File: src/rtl/kwd_pkg.sv
package kwd_pkg;

    typedef enum logic [2:0] {
        ST_IDLE,
        ST_PREACT,
        ST_ACTIVE,
        ST_SERVICE,
        ST_EXPIRED
    } kwd_state_e;

    localparam logic [2:0] A_CNT_LO = 3'd0;
    localparam logic [2:0] A_CNT_HI = 3'd1;
    localparam logic [2:0] A_PER_LO = 3'd2;
    localparam logic [2:0] A_PER_HI = 3'd3;
    localparam logic [2:0] A_TCTL   = 3'd4;
    localparam logic [2:0] A_GCTL   = 3'd5;
    localparam logic [2:0] A_WCTL   = 3'd6;

    localparam logic [15:0] KEY_FIRST  = 16'hA5C6;
    localparam logic [15:0] KEY_SECOND = 16'hDA7E;

    localparam int KEY_LSB  = 16;
    localparam int FLAG_BIT = 15;
    localparam int EN_BIT   = 14;

    localparam logic [3:0] GCTL_WDOG = 4'b1011;

endpackage

File: src/rtl/kwd_cfg_regs.sv
module kwd_cfg_regs
    import kwd_pkg::*;
#(
    parameter int DATA_W = 32,
    parameter int ADDR_W = 3
) (
    input  logic                  clk,
    input  logic                  rst_n,
    input  logic                  we,
    input  logic [ADDR_W-1:0]     addr,
    input  logic [DATA_W-1:0]     wdata,
    input  logic                  locked,
    output logic [2*DATA_W-1:0]   per_q,
    output logic [DATA_W-1:0]     tctl_q,
    output logic [DATA_W-1:0]     gctl_q,
    output logic                  cfg_ok
);

    localparam int HALVES = 2;

    logic wr_ok;
    assign wr_ok = we && !locked;

    for (genvar h = 0; h < HALVES; h++) begin : g_per
        always_ff @(posedge clk) begin
            if (!rst_n) begin
                per_q[h*DATA_W +: DATA_W] <= '0;
            end else if (wr_ok && addr == ADDR_W'(A_PER_LO + h)) begin
                per_q[h*DATA_W +: DATA_W] <= wdata;
            end
        end
    end

    always_ff @(posedge clk) begin
        if (!rst_n) begin
            tctl_q <= '0;
            gctl_q <= '0;
        end else if (wr_ok) begin
            if (addr == ADDR_W'(A_TCTL)) tctl_q <= wdata;
            if (addr == ADDR_W'(A_GCTL)) gctl_q <= wdata;
        end
    end

    assign cfg_ok = (gctl_q[3:0] == GCTL_WDOG) && (tctl_q[7:6] != 2'b00);

endmodule

File: src/rtl/kwd_counter.sv
module kwd_counter
    import kwd_pkg::*;
#(
    parameter int DATA_W = 32,
    parameter int ADDR_W = 3
) (
    input  logic                  clk,
    input  logic                  rst_n,
    input  logic                  we,
    input  logic [ADDR_W-1:0]     addr,
    input  logic [DATA_W-1:0]     wdata,
    input  logic                  locked,
    input  logic                  clear,
    input  logic                  advance,
    input  logic [2*DATA_W-1:0]   per_i,
    output logic [2*DATA_W-1:0]   cnt_q,
    output logic                  at_limit
);

    localparam int HALVES = 2;
    localparam int CNT_W  = HALVES * DATA_W;

    logic [CNT_W-1:0]  load_val;
    logic [HALVES-1:0] load_hit;

    for (genvar h = 0; h < HALVES; h++) begin : g_load
        assign load_hit[h] = we && !locked && (addr == ADDR_W'(A_CNT_LO + h));
        assign load_val[h*DATA_W +: DATA_W] =
            load_hit[h] ? wdata : cnt_q[h*DATA_W +: DATA_W];
    end

    always_ff @(posedge clk) begin
        if (!rst_n) begin
            cnt_q <= '0;
        end else if (clear) begin
            cnt_q <= '0;
        end else if (advance) begin
            cnt_q <= cnt_q + CNT_W'(1);
        end else if (|load_hit) begin
            cnt_q <= load_val;
        end
    end

    assign at_limit = (cnt_q == per_i);

endmodule

File: src/rtl/kwd_fsm.sv
module kwd_fsm
    import kwd_pkg::*;
(
    input  logic        clk,
    input  logic        rst_n,
    input  logic        key_wr,
    input  logic [15:0] key_val,
    input  logic        en_bit,
    input  logic        flag_clr,
    input  logic        hit,
    output kwd_state_e  state_q,
    output logic        locked,
    output logic        armed,
    output logic        svc_clear,
    output logic        wd_pulse,
    output logic        wd_flag
);

    kwd_state_e state_d;

    always_ff @(posedge clk) begin
        if (!rst_n) state_q <= ST_IDLE;
        else        state_q <= state_d;
    end

    always_comb begin
        state_d = state_q;
        unique case (state_q)
            ST_IDLE: begin
                if (key_wr && key_val == KEY_FIRST && en_bit) state_d = ST_PREACT;
            end
            ST_PREACT: begin
                if (key_wr) state_d = (key_val == KEY_SECOND) ? ST_ACTIVE : ST_IDLE;
            end
            ST_ACTIVE: begin
                if (hit)                                   state_d = ST_EXPIRED;
                else if (key_wr && key_val == KEY_FIRST)   state_d = ST_SERVICE;
            end
            ST_SERVICE: begin
                if (hit)         state_d = ST_EXPIRED;
                else if (key_wr) state_d = ST_ACTIVE;
            end
            ST_EXPIRED: begin
                state_d = ST_EXPIRED;
            end
            default: state_d = ST_IDLE;
        endcase
    end

    always_ff @(posedge clk) begin
        if (!rst_n) begin
            wd_pulse <= 1'b0;
            wd_flag  <= 1'b0;
        end else begin
            wd_pulse <= hit;
            if (hit)                      wd_flag <= 1'b1;
            else if (key_wr && flag_clr)  wd_flag <= 1'b0;
        end
    end

    assign locked    = (state_q != ST_IDLE);
    assign armed     = (state_q == ST_ACTIVE) || (state_q == ST_SERVICE);
    assign svc_clear = (state_q == ST_SERVICE) && key_wr
                       && (key_val == KEY_SECOND) && !hit;

endmodule

File: src/rtl/kwd_top.sv
module kwd_top
    import kwd_pkg::*;
#(
    parameter int DATA_W = 32,
    parameter int ADDR_W = 3
) (
    input  logic              clk,
    input  logic              rst_n,
    input  logic              bus_we,
    input  logic [ADDR_W-1:0] bus_addr,
    input  logic [DATA_W-1:0] bus_wdata,
    output logic [DATA_W-1:0] bus_rdata,
    output logic              wd_reset_o,
    output logic              wd_timeout_o
);

    localparam int CNT_W = 2 * DATA_W;

    kwd_state_e        state_q;
    logic              locked, armed, svc_clear, cfg_ok;
    logic              at_limit, count_en, hit, advance, key_wr;
    logic [CNT_W-1:0]  per_q, cnt_q;
    logic [DATA_W-1:0] tctl_q, gctl_q;

    assign key_wr   = bus_we && (bus_addr == ADDR_W'(A_WCTL));
    assign count_en = armed && cfg_ok;
    assign hit      = count_en && at_limit;
    assign advance  = count_en && !hit;

    kwd_cfg_regs #(.DATA_W(DATA_W), .ADDR_W(ADDR_W)) u_cfg (
        .clk    (clk),
        .rst_n  (rst_n),
        .we     (bus_we),
        .addr   (bus_addr),
        .wdata  (bus_wdata),
        .locked (locked),
        .per_q  (per_q),
        .tctl_q (tctl_q),
        .gctl_q (gctl_q),
        .cfg_ok (cfg_ok)
    );

    kwd_counter #(.DATA_W(DATA_W), .ADDR_W(ADDR_W)) u_cnt (
        .clk      (clk),
        .rst_n    (rst_n),
        .we       (bus_we),
        .addr     (bus_addr),
        .wdata    (bus_wdata),
        .locked   (locked),
        .clear    (svc_clear),
        .advance  (advance),
        .per_i    (per_q),
        .cnt_q    (cnt_q),
        .at_limit (at_limit)
    );

    kwd_fsm u_fsm (
        .clk       (clk),
        .rst_n     (rst_n),
        .key_wr    (key_wr),
        .key_val   (bus_wdata[KEY_LSB +: 16]),
        .en_bit    (bus_wdata[EN_BIT]),
        .flag_clr  (bus_wdata[FLAG_BIT]),
        .hit       (hit),
        .state_q   (state_q),
        .locked    (locked),
        .armed     (armed),
        .svc_clear (svc_clear),
        .wd_pulse  (wd_reset_o),
        .wd_flag   (wd_timeout_o)
    );

    always_comb begin
        bus_rdata = '0;
        case (bus_addr)
            ADDR_W'(A_CNT_LO): bus_rdata = cnt_q[DATA_W-1:0];
            ADDR_W'(A_CNT_HI): bus_rdata = cnt_q[CNT_W-1:DATA_W];
            ADDR_W'(A_PER_LO): bus_rdata = per_q[DATA_W-1:0];
            ADDR_W'(A_PER_HI): bus_rdata = per_q[CNT_W-1:DATA_W];
            ADDR_W'(A_TCTL):   bus_rdata = tctl_q;
            ADDR_W'(A_GCTL):   bus_rdata = gctl_q;
            ADDR_W'(A_WCTL): begin
                bus_rdata[FLAG_BIT] = wd_timeout_o;
                bus_rdata[EN_BIT]   = locked;
            end
            default: bus_rdata = '0;
        endcase
    end

endmodule

File: config.mk
export PLATFORM = sky130hd
export DESIGN_NAME = kwd_top
export DESIGN_NICKNAME = d
export VERILOG_FILES = /design/src/rtl/kwd_pkg.sv /design/src/rtl/kwd_cfg_regs.sv /design/src/rtl/kwd_counter.sv /design/src/rtl/kwd_fsm.sv /design/src/rtl/kwd_top.sv
export SDC_FILE = /design/constraint.sdc
export NUM_CORES = 1
export LEC_CHECK = 0
export BUFFER_PORTS_ARGS = -buffer_cell sky130_fd_sc_hd__buf_4
export CAP_MARGIN = 10
export CORE_MARGIN = 5
export CORE_UTILIZATION = 61
export DETAILED_ROUTE_END_ITERATION = 16
export HOLD_SLACK_MARGIN = 0.1
export PLACE_DENSITY = 0.78
export SLEW_MARGIN = 10
export SYNTH_ARGS = -nofsm -noshare
export SYNTH_HDL_FRONTEND = slang
export SYNTH_SLANG_ARGS = --single-unit
File: constraint.sdc
create_clock -name clk -period 3.55 [get_ports clk]
set_input_delay 0.8875 -clock clk [delete_from_list [all_inputs] [get_ports clk]]
set_output_delay 0.8875 -clock clk [all_outputs]
set_load 0.005 [all_outputs]
* Word level (Yosys, flattened, before mapping)
Index checks and enable logic that the tools add are counted. Widths: inputs -> output; s select.
Storage, ports and cells: bits in registers 197, input bits 38, output and inout bits 34, word-level logic and storage cells 80
Cells by class: add/subtract/negate cells 1, eq/ne operators 18, multiplexer cells 17, bitwise operators 1, reduce and logical (&&, ||, !) cells 34
Operator list (count):
- $mux 64 | 2
- $pmux 16 s6 | 1
- $pmux 14 s6 | 1
- $add 64x1->64 const B | 1
- $eq 64x64->1 | 1
- $mux 32 | 2
- $eq 16x16->1 const B | 2
- $mux 3 | 6
- $logic_and 1x1->1 | 16
- $pmux 3 s5 | 1
- $pmux 2 s7 | 1
- $eq 3x2->1 const B | 4
- $eq 3x3->1 const B | 4
- $reduce_bool 2->1 | 5
- $reduce_and 2->1 | 4
- $eq 3x1->1 const B | 2
- $logic_not 3->1 | 2
- $ne 3x1->1 const B | 2
- $eq 4x4->1 const B | 1
- $ne 2x1->1 const B | 2
- $reduce_and 4->1 | 1
- $reduce_or 2->1 | 2
- $reduce_bool 3->1 | 1
- $logic_not 1->1 | 2
- 4 further kinds | 5

* Longest topological paths before layout
Gate-level depths: netlist (run 1).
word-level depth 8, mapped depth 11, mapped depth without buffers 8

* By module
A second synthesis (run 1) with hierarchy kept.
Second synthesis, totals: cell total of the unflattened synthesis 1376, area total of the unflattened synthesis 11745.0 um^2
By module, submodules not included:
- kwd_counter | instances 1, cells an instance 657, area each 4835.9 um^2, seq. area each 1281.2 um^2
- kwd_cfg_regs | instances 1, cells an instance 459, area each 4814.6 um^2, seq. area each 2562.5 um^2
- kwd_top | instances 1, cells an instance 217, area each 1725.4 um^2, seq. area each 0.0 um^2
- kwd_fsm | instances 1, cells an instance 43, area each 369.1 um^2, seq. area each 100.1 um^2

* Worst setup path after synthesis (run 1)
OpenSTA, ideal clock, no wires.
kind input-to-output, from input port bus_addr[0], to output port bus_rdata[14], data arrival time 2.169 ns, data required time 2.663 ns, path slack 0.494 ns, cell stages on the path 7, buffers on the path 3, cells stage by stage clkbuf_1 nor2b_1 nor2b_1 clkbuf_1 clkbuf_1 a22oi_1 nand3_1
Between the ends: word-level cells in the longest chain between the ends 2, elaborated cells between the ends (all ways) 8, those cells by class eq/ne: 6; mux: 1; reduce/logical: 1
RTL lines:
- from (decl) | RTL line kwd_top.sv:10 | input logic [ADDR_W-1:0] bus_addr,
- $eq 3x3->1 (tied with other cells) | RTL line kwd_top.sv:75 | case (bus_addr)
- $pmux 2 s7 * | RTL line kwd_top.sv:75
- to (decl) | RTL line kwd_top.sv:12 | output logic [DATA_W-1:0] bus_rdata,
Mark *: on every way between the ends. The rest lies on a longest branch, timed or not.

* Worst setup path after layout (run 1)
from input port bus_addr[2], to output port bus_rdata[13]
Between the ends: word-level cells in the longest chain between the ends 2, elaborated cells between the ends (all ways) 7, those cells by class eq/ne: 5; mux: 1; reduce/logical: 1
RTL lines (RTL line):
- $eq 3x3->1 (tied with other cells) | kwd_top.sv:75
- $pmux 14 s6 * | kwd_top.sv:75
Marks and branches as above.

==> metrics.csv, run 1 <==
metric,value,unit
clock-pin slew on the worst setup and hold paths,80,ps
CP Data Arrival Time,2300,ps
core area,17800,µm²
most used cell along the critical path,buf_4,
"commonest non-fill, non-tap cells in the layout","nand2_1 (347), dfxtp_1 (197), buf_4 (140)",
Fin. Hold Viols,0,
CTS max path bufs,2,
leak pwr,4.10,nW
antenna cells,0,
WL/cell,24.6,µm
Initial Util,0.617,
# clock sinks,197,
critical path endpoint category,output pin,
setup bufs post-CTS,0,
"commonest non-fill, non-tap cell in the layout",nand2_1,
First-pass DRT Iterations,7,
CP bufs+invs,3,
Post-synth top flop,dfxtp_1,
Fill cells,1467,
post-synth cell types,64,
Crit path largest cell delay,390,ps
power density cells,382,nW/µm²
CP max FO,32,
first-pass GRT wire length,63400,µm
crit path cell chain,"buf_4, nor2b_1, nor2b_2, buf_4, a22oi_1, nand3_1, buf_4",
Syn Inst Count,1453,
Setup CP Type,in -> out,
port bufs,71,
dpl hpwl,29500,µm
Yosys warning count,0,
hold buffer count at cts,0,
Max-slew headroom,0.415,
Peak supply drop,516,µV
multi-input logic area,6470,µm²
Slew Limit Fails,0,
status,"complete, no violations",
share of cells above drive strength 1,0.131,
Yosys reg bits,197,
I/O pin total,72,
initial drt markers,1973,
WL final,42300,µm
Critical Path RT,2660,ps
Post-synth EDFFs,0,
Nets,1517,
slowest CP cell,buf_4,
Worst R2R Setup Slack,540,ps
total CTS buffers,17,
max frequency,0.313,GHz
Worst Hold Slack,469,ps
worst hold path class,reg -> reg,
unrepaired setup endpoints after global routing,no,
Post-Route Setup TNS,0,ps
die area,20800,µm²
chip height,144,µm
syn avg cell area,7.57,µm²
post-route ant nets,0,
aggregate global-route resource usage,0.402,
insertion delay to the later sink of the worst-skew pair,460,ps
Syn Std Cell Area,11000,µm²
Resized Gates After CTS,0,
H-tree depth,4,
Mapped Nets,1492,
skew final,20.4,ps
CTS tree,done,
fin cells,1720,
# rows,49,
global route overflow,0,
setup violators final,0,
register area,3940,µm²
drt drc,0,
Async SR Flop Fraction,0,
register area share after synthesis,0.359,
Die X,144,µm
Syn-to-layout area delta,14.0,%
CTS Root Cell,clkbuf_16,
total power,0.00479,W
Final period util,0.899,
Max-Cap Viols,0,
largest net degree at the start of global routing,56,
crit start category,primary input,
Slew @ Worst Pin,874,ps
via/cell ratio,6.95,
vias in the first global route,10800,
DR vias,12000,
Placer Congestion,1.01,
antenna violations before repair,0,
Period minus WS final,3190,ps
dpl cells,1688,
"CP delay by family, top",buffers and inverters,
-- routing by layer --
metal  track usage  up-vias  part of all wire
met1         0.557     5556              0.37
met5             0        -                 0
met3         0.149      171              0.17
met4         0.184        0             0.049
li1              -     5216                 -
met2         0.555     1017              0.41
-- metrics by stage --
stage          instance area [µm²]  utilization  setup slack (ps)
2_1_floorplan                11000            -               494
3_3_place_gp                 11900        0.669               435
3_5_place_dp                 11900        0.669               425
4_1_cts                      12500        0.703               419
5_1_grt                      12500        0.703               255
6_report                     12500        0.703               360
-- synthesized netlist by cell type, types with 14 or more instances --
| cell | number | area share |
|---|---|---|
| a21boi_0 | 128 | 0.087 |
| inv_1 | 15 | 0.0051 |
| a21oi_1 | 32 | 0.015 |
| nand3_1 | 76 | 0.035 |
| nor3_1 | 30 | 0.014 |
| dfxtp_1 | 197 | 0.36 |
| xnor2_1 | 66 | 0.053 |
| or3_1 | 16 | 0.0091 |
| nand2_1 | 347 | 0.12 |
| clkbuf_1 | 121 | 0.041 |
| a31oi_1 | 35 | 0.020 |
| nor4_1 | 14 | 0.0080 |
| o21ai_0 | 31 | 0.014 |
| nor2_1 | 40 | 0.014 |
| nand4_1 | 38 | 0.022 |
| a22oi_1 | 97 | 0.066 |
-- where the power goes --
group	total, W	leakage, nW	switching (W)	internal (W)
sequential	0.00231	1.59	0.0000596	0.00225
clock	0.00200	0.296	0.00104	0.000957
combinational	0.000482	2.21	0.000307	0.000175
total	0.00479	4.10	0.00140	0.00339
-- registers in the layout, summed over array words and instances, names as in the netlist --
signal / flops
u_fsm.wd_flag: 1
u_cfg.gctl_q: 32
u_cnt.cnt_q: 64
u_cfg.per_q: 64
u_cfg.tctl_q: 32
u_fsm.state_q: 3
u_fsm.wd_pulse: 1
-- final timing paths --
check	startpoint	endpoint	cells past startpoint
worst max-delay path	bus_addr[2]	bus_rdata[13]	7
worst min-delay path	u_cfg.tctl_q[24]	u_cfg.tctl_q[24]	2
worst max register to register	u_fsm.state_q[1]	u_cnt.cnt_q[13]	6
worst min register to register	u_cfg.tctl_q[24]	u_cfg.tctl_q[24]	2
-- logic make-up (layout without fill, tap and decap cells) --
| logic type | count (synthesis) | in the layout | synth area share |
|---|---|---|---|
| and+or+nand+nor | 636 | 636 | 0.271 |
| AOI/OAI and AO/OA | 394 | 394 | 0.257 |
| DFF | 197 | 197 | 0.359 |
| buffers and inverters | 155 | 193 | 0.0562 |
| xor gates and xnor gates | 66 | 66 | 0.0526 |
| muxes | 4 | 4 | 0.00387 |
| adders and majority gates | 1 | 1 | 0.00114 |
-- worst min-delay path, cell delays in order (launching register included) --
cell      delay, ps
dfxtp_1         320
nand2_1          50
a21boi_0         60
-- cell type report --
| class | instances | area share |
|---|---|---|
| Multi-Input combinational cell | 1101 | 0.516 |
| Timing Repair Buffer | 146 | 0.0934 |
| Sequential cell | 197 | 0.315 |
| Inverter | 15 | 0.00449 |
| Clock buffer | 17 | 0.0339 |
| Tap cell | 229 | 0.0229 |
| Clock inverter | 15 | 0.0146 |
No activity file was read; power rests on OpenSTA's default activity.
==> inputs of run 2 (changes only) <==
Settings changed: CELL_PAD_IN_SITES_DETAIL_PLACEMENT from default to 1, CELL_PAD_IN_SITES_GLOBAL_PLACEMENT from default to 1, CORE_UTILIZATION 61 to 45.
==> metrics.csv, run 2 (same netlist as run 1, synthesis figures left out) <==
metric,value,unit,change
setup bufs post-CTS,0,,unchanged
status,"complete, no violations",,
sequential share of power,0.475,,-0.008
CP Data Arrival Time,2330,ps,+30 ps
Worst Hold Slack,468,ps,-0.662 ps
post-route ant nets,0,,unchanged
clock-pin slew on the worst setup and hold paths,80,ps,about the same
met1 Use GR,0.491,,-0.0653
largest net degree at the start of global routing,110,,+96%
DR vias,12000,,+0.025%
Die X,166,µm,+15%
"commonest non-fill, non-tap cell in the layout",nand2_1,,
"commonest non-fill, non-tap cells in the layout","nand2_1 (347), dfxtp_1 (197), buf_4 (133)",,
Max-Cap Viols,0,,unchanged
max frequency,0.311,GHz,-0.77%
aggregate global-route resource usage,0.343,,-0.0588
share of cells above drive strength 1,0.128,,-0.00234
initial drt markers,1522,,-23%
global routing met3 resource utilization,0.0612,,-0.0880
core area,24200,µm²,+36%
setup violators final,0,,unchanged
Fin. Hold Viols,0,,unchanged
power density cells,386,nW/µm²,+1.0%
unrepaired setup endpoints after global routing,no,,
number of cells on the critical path,7,,unchanged
worst-case reg-to-reg path depth,8,,+2
Critical Path RT,2660,ps,about the same
Initial Util,0.455,,-0.162
internal power,0.00345,W,+1.9%
First-pass DRT Iterations,6,,-1
crit start category,primary input,,
# clock sinks,197,,unchanged
Slew @ Worst Pin,1070,ps,+195 ps
vias in the first global route,11800,,+9.1%
CTS max path bufs,2,,unchanged
antenna violations before repair,1,,+1
chip height,166,µm,+15%
WL/cell,27.0,µm,+9.7%
global route overflow,0,,unchanged
die area,27700,µm²,+33%
Max-slew headroom,0.286,,-0.129
Crit path largest cell delay,410,ps,+20 ps
I/O pin total,72,,unchanged
clock network power share,0.423,,+0.007
# rows,57,,+16%
CP bufs+invs,3,,unchanged
drt drc,0,,unchanged
Period minus WS final,3210,ps,+24.8 ps
critical path endpoint category,output pin,,
Setup CP Type,in -> out,,
switching share of total power,0.294,,+0.000983
Final period util,0.906,,+0.00698
port bufs,71,,unchanged
"CP delay by family, top",simple AND/OR/NAND/NOR gates,,
CTS tree,done,,
skew final,19.3,ps,-1.12 ps
insertion delay to the later sink of the worst-skew pair,460,ps,about the same
first-pass GRT wire length,73700,µm,+16%
Post-Route Setup TNS,0,ps,unchanged
H-tree depth,4,,unchanged
antenna cells,0,,unchanged
leak pwr,4.09,nW,-0.12%
total CTS buffers,17,,unchanged
Largest regs,"u_cfg.per_q: 64 flops, u_cnt.cnt_q: 64 flops",,
CP max FO,35,,+9.4%
Peak supply drop,224,µV,-57%
GR Util met2,0.522,,-0.0338
dpl hpwl,34700,µm,+18%
CTS Root Cell,clkbuf_16,,
via/cell ratio,6.61,,-5.0%
Logic pwr share,0.102,,about the same
crit path cell chain,"buf_4, nor2b_1, nor2b_2, buf_12, a22oi_1, nand3_1, buf_4",,
gr busiest metal,met2,,
worst hold path class,reg -> reg,,
WL final,48900,µm,+15%
Resized Gates After CTS,0,,unchanged
slowest CP cell,a22oi_1,,
Slew Limit Fails,0,,unchanged
Syn-to-layout area delta,15.1,%,
Placer Congestion,0.966,,-4.2%
Nets,1513,,-0.26%
hold buffer count at cts,0,,unchanged
Hold Crit Depth,2,,unchanged
net load switching power,0.00144,W,+2.3%
most used cell along the critical path,buf_4,,
run 2: cell count changes in the layout (fill, tap and decap cells not counted):
cell,change
inv_8,+1
clkinv_8,-4
bufinv_16,+1
buf_4,-7
inv_6,+2
buf_12,+3
run 2: final cells by class:
cell class / count / area (µm²)
Timing Repair Buffer: 142 / 1180
Inverter: 15 / 56.3
Fill cell: 2963 / 11500
Multi-Input combinational cell: 1101 / 6470
Clock inverter: 15 / 176
Tap cell: 324 / 405
Clock buffer: 17 / 425
Sequential cell: 197 / 3940
run 2: final timing paths:
| check | startpoint | endpoint | slack (ps) |
|---|---|---|---|
| worst max-delay path | bus_addr[0] | bus_rdata[16] | 340 |
| worst min-delay path | u_cfg.tctl_q[25] | u_cfg.tctl_q[25] | 470 |
| worst max register to register | u_cnt.cnt_q[39] | u_cnt.cnt_q[41] | 500 |
| worst min register to register | u_cfg.tctl_q[25] | u_cfg.tctl_q[25] | 470 |
run 2: metal layers:
metal / vias up / wire length (µm)
li1: 5196 / -
met1: 5984 / 20600
met2: 666 / 21500
met3: 117 / 5100
met4: 0 / 1720
met5: - / 0
run 2: power groups by stage:
stage          combinational, W  sequential, W  clock (W)
6_report               0.000500        0.00232    0.00207
5_1_grt                0.000520        0.00232    0.00216
4_1_cts                0.000486        0.00232    0.00207
3_5_place_dp           0.000485        0.00237          0
3_3_place_gp           0.000476        0.00237          0
2_1_floorplan          0.000256        0.00234          0
run 2: stage by stage:
stage | power, W | area, µm² | cells | setup slack (ps) | util
final | 0.00489 | 12700 | 1811 | 335 | 0.524
after floorplan | 0.00259 | 11000 | 1453 | 494 | -
after global routing | 0.00501 | 12700 | 1811 | 334 | 0.524
after CTS | 0.00487 | 12700 | 1811 | 396 | 0.524
after detailed placement | 0.00285 | 12100 | 1779 | 402 | 0.499
after global placement | 0.00284 | 12100 | 1779 | 454 | 0.499
run 2: worst register-to-register path, cell delays in order, from the launching register on:
cell	delay, ps
dfxtp_1	610
xnor2_1	250
nand4_1	240
nor4_1	90
and4_1	220
nor2_4	810
buf_4	340
nand4_1	100
a211oi_1	300
==> inputs of run 3 (changes only) <==
Settings changed: ABC_AREA from default to 1, CORE_UTILIZATION 45 to 44, PLACE_DENSITY 0.78 to 0.79.
==> metrics.csv, run 3 <==
metric,value,unit,change
max frequency,0.305,GHz,-2.1%
dpl hpwl,42500,µm,+23%
Largest regs,"u_cfg.per_q: 64 flops, u_cnt.cnt_q: 64 flops",,
Max-Cap Viols,0,,unchanged
WL/cell,24.8,µm,-8.1%
most used cell along the critical path,buf_4,,
Yosys reg bits,197,,unchanged
Setup CP Type,in -> out,,
Crit path largest cell delay,310,ps,-100 ps
Slew Limit Fails,0,,unchanged
slowest CP cell,buf_4,,
status,"complete, no violations",,
Adder-Cell Fraction of Synth Area,0.00105,,-0.0000849
vias in the first global route,13800,,+17%
fin worst setup slack,267,ps,-67.8 ps
# clock sinks,197,,unchanged
antenna violations before repair,1,,unchanged
R2R Path Start,u_cnt.cnt_q[7],,
"commonest non-fill, non-tap cell in the layout",nand2_1,,
core area,26800,µm²,+11%
largest family of logic cells by synthesized area,simple AND/OR/NAND/NOR gates,,
CTS tree,done,,
Syn Std Cell Area,11900,µm²,+8.1%
total power,0.00582,W,+19%
Fin. Hold Viols,0,,unchanged
Die X,174,µm,+4.8%
Worst setup endpoint,bus_rdata[4],,
post-route ant nets,0,,unchanged
Post-synth top cells,"nand2_1 (409), inv_1 (228), nor2_1 (228), dfxtp_1 (197), nand3_1 (187)",,
Final period util,0.925,,+0.0191
Post-synth EDFFs,0,,unchanged
crit path cell chain,"buf_4, inv_1, nor3_2, inv_1, buf_4, o22ai_1, a221oi_1, o221ai_1, buf_4",,
Syn-to-layout area delta,13.2,%,
share of cells above drive strength 1,0.0909,,-0.0376
Mapped Nets,1931,,+29%
"count leader, synth",nand2_1,,
Nets,1963,,+30%
Syn Inst Count,1892,,+30%
Synth Area in XOR/XNOR,0.0420,,-0.0106
Period minus WS final,3280,ps,+67.8 ps
CP Data Arrival Time,2400,ps,+70 ps
Resized Gates After CTS,0,,unchanged
aggregate global-route resource usage,0.364,,+0.0202
I/O pin total,72,,unchanged
Placer Congestion,0.980,,+1.5%
Peak supply drop,285,µV,+27%
drt drc,0,,unchanged
power density cells,432,nW/µm²,+12%
fin cells,2278,,+26%
leak pwr,5.85,nW,+43%
top cell type by total area after synthesis,dfxtp_1,,
Compound-Gate Fraction of Synth Area,0.183,,-0.0746
register area share after synthesis,0.332,,-0.0268
dpl cells,2246,,+26%
critical path endpoint category,output pin,,
setup violators final,0,,unchanged
antenna cells,0,,unchanged
First-pass DRT Iterations,6,,unchanged
Hold Crit Depth,2,,unchanged
top cells by area in the synthesized netlist,"dfxtp_1 (33%), nand2_1 (13%), nand3_1 (7.9%)",,
Synth Area in Simple Gates,0.331,,+0.0605
Slew @ Worst Pin,880,ps,-188 ps
total CTS buffers,17,,unchanged
Worst Hold Slack,507,ps,+38.8 ps
worst hold path class,reg -> reg,,
chip height,174,µm,+4.8%
global route overflow,0,,unchanged
CTS Root Cell,clkbuf_16,,
largest net degree at the start of global routing,68,,-38%
r2r endpoint,u_cnt.cnt_q[56],,
post-synthesis mux area share,0,,-0.00387
crit start category,primary input,,
post-synth cell types,42,,-34%
Worst R2R Setup Slack,500,ps,about the same
hold buffer count at cts,0,,unchanged
CTS max path bufs,2,,unchanged
DR vias,14100,,+18%
Post-synth top flop,dfxtp_1,,
pre-CTS setup slack,335,ps,-67.1 ps
Critical Path RT,2660,ps,about the same
Initial Util,0.444,,-0.0114
port bufs,71,,unchanged
Fill cells,3641,,+23%
first-pass GRT wire length,85100,µm,+15%
Synth top area share,0.332,,-0.0268
Worst Setup SP,bus_addr[1],,
CP max FO,25,,-29%
initial drt markers,1844,,+21%
unrepaired setup endpoints after global routing,no,,
# rows,60,,+5.3%
H-tree depth,4,,unchanged
"commonest non-fill, non-tap cells in the layout","nand2_1 (409), inv_1 (228), nor2_1 (223)",,
hold_sp,u_cfg.per_q[14],,
WL final,56500,µm,+16%
Yosys warning count,0,,unchanged
setup bufs post-CTS,0,,unchanged
worst-case reg-to-reg path depth,15,,+7
Post-Route Setup TNS,0,ps,unchanged
skew final,18.5,ps,-0.846 ps
Max-slew headroom,0.413,,+0.127
die area,30400,µm²,+9.9%
syn avg cell area,6.28,µm²,-17%
Async SR Flop Fraction,0,,unchanged
via/cell ratio,6.17,,-6.6%
clock-pin slew on the worst setup and hold paths,90,ps,about the same
insertion delay to the later sink of the worst-skew pair,460,ps,about the same
[run 3: changes by cell type in the layout (fill, tap and decap cells not counted), moves of 76 or more]
cell      delta
a22oi_1     -95
a21boi_0   -127
a21oi_1     +76
nor2_1     +185
o21ai_0    +142
inv_1      +213
nand3_1    +111
[run 3: power by group]
part	leakage (nW)	internal, W	switching (W)
Sequential	1.60	0.00236	0.000171
Clock	0.294	0.000980	0.00111
Combinational	3.96	0.000352	0.000846
[run 3: logic make-up after synthesis]
family / Yosys count
AO/OA/AOI/OAI: 378
XOR/XNOR: 57
adder cells (fa/ha/maj): 1
buffers and inverters: 337
flip-flops: 197
AND/OR/NAND/NOR: 922
[run 3: critical path, delay by kind of cell]
family,cells,cell delay (ps)
AND/OR/NAND/NOR,1,60
AO/OA/AOI/OAI,3,670
buffers and inverters,5,770
[run 3: how the worst min path moves through the flow]
stage                            to
detailed placement  u_cfg.per_q[14]
global route        u_cfg.per_q[31]
floorplan           u_cfg.gctl_q[1]
CTS                 u_cfg.per_q[14]
global placement    u_cfg.per_q[13]
finish              u_cfg.per_q[14]
[run 3: layer usage]
metal | GRT usage | up-vias | routed length, µm
met5 | 0 | - | 13
met4 | 0.0838 | 2 | 1300
met3 | 0.103 | 111 | 6600
met2 | 0.550 | 746 | 24200
met1 | 0.515 | 6911 | 24400
li1 | - | 6289 | -
[run 3: area by class of cell]
| type | count | area, µm² | area share |
|---|---|---|---|
| Multi-Input combinational cell | 1358 | 6670 | 0.495 |
| Sequential cell | 197 | 3940 | 0.293 |
| Timing Repair Buffer | 111 | 908 | 0.0675 |
| Inverter | 239 | 897 | 0.0667 |
| Clock buffer | 18 | 439 | 0.0326 |
| Tap cell | 341 | 427 | 0.0317 |
| Clock inverter | 14 | 176 | 0.0131 |
[run 3: stage by stage]
step	utilization	area (µm²)
global route	0.502	13500
detailed placement	0.479	12800
finish	0.502	13500
floorplan	-	11900
global placement	0.479	12800
CTS	0.502	13500
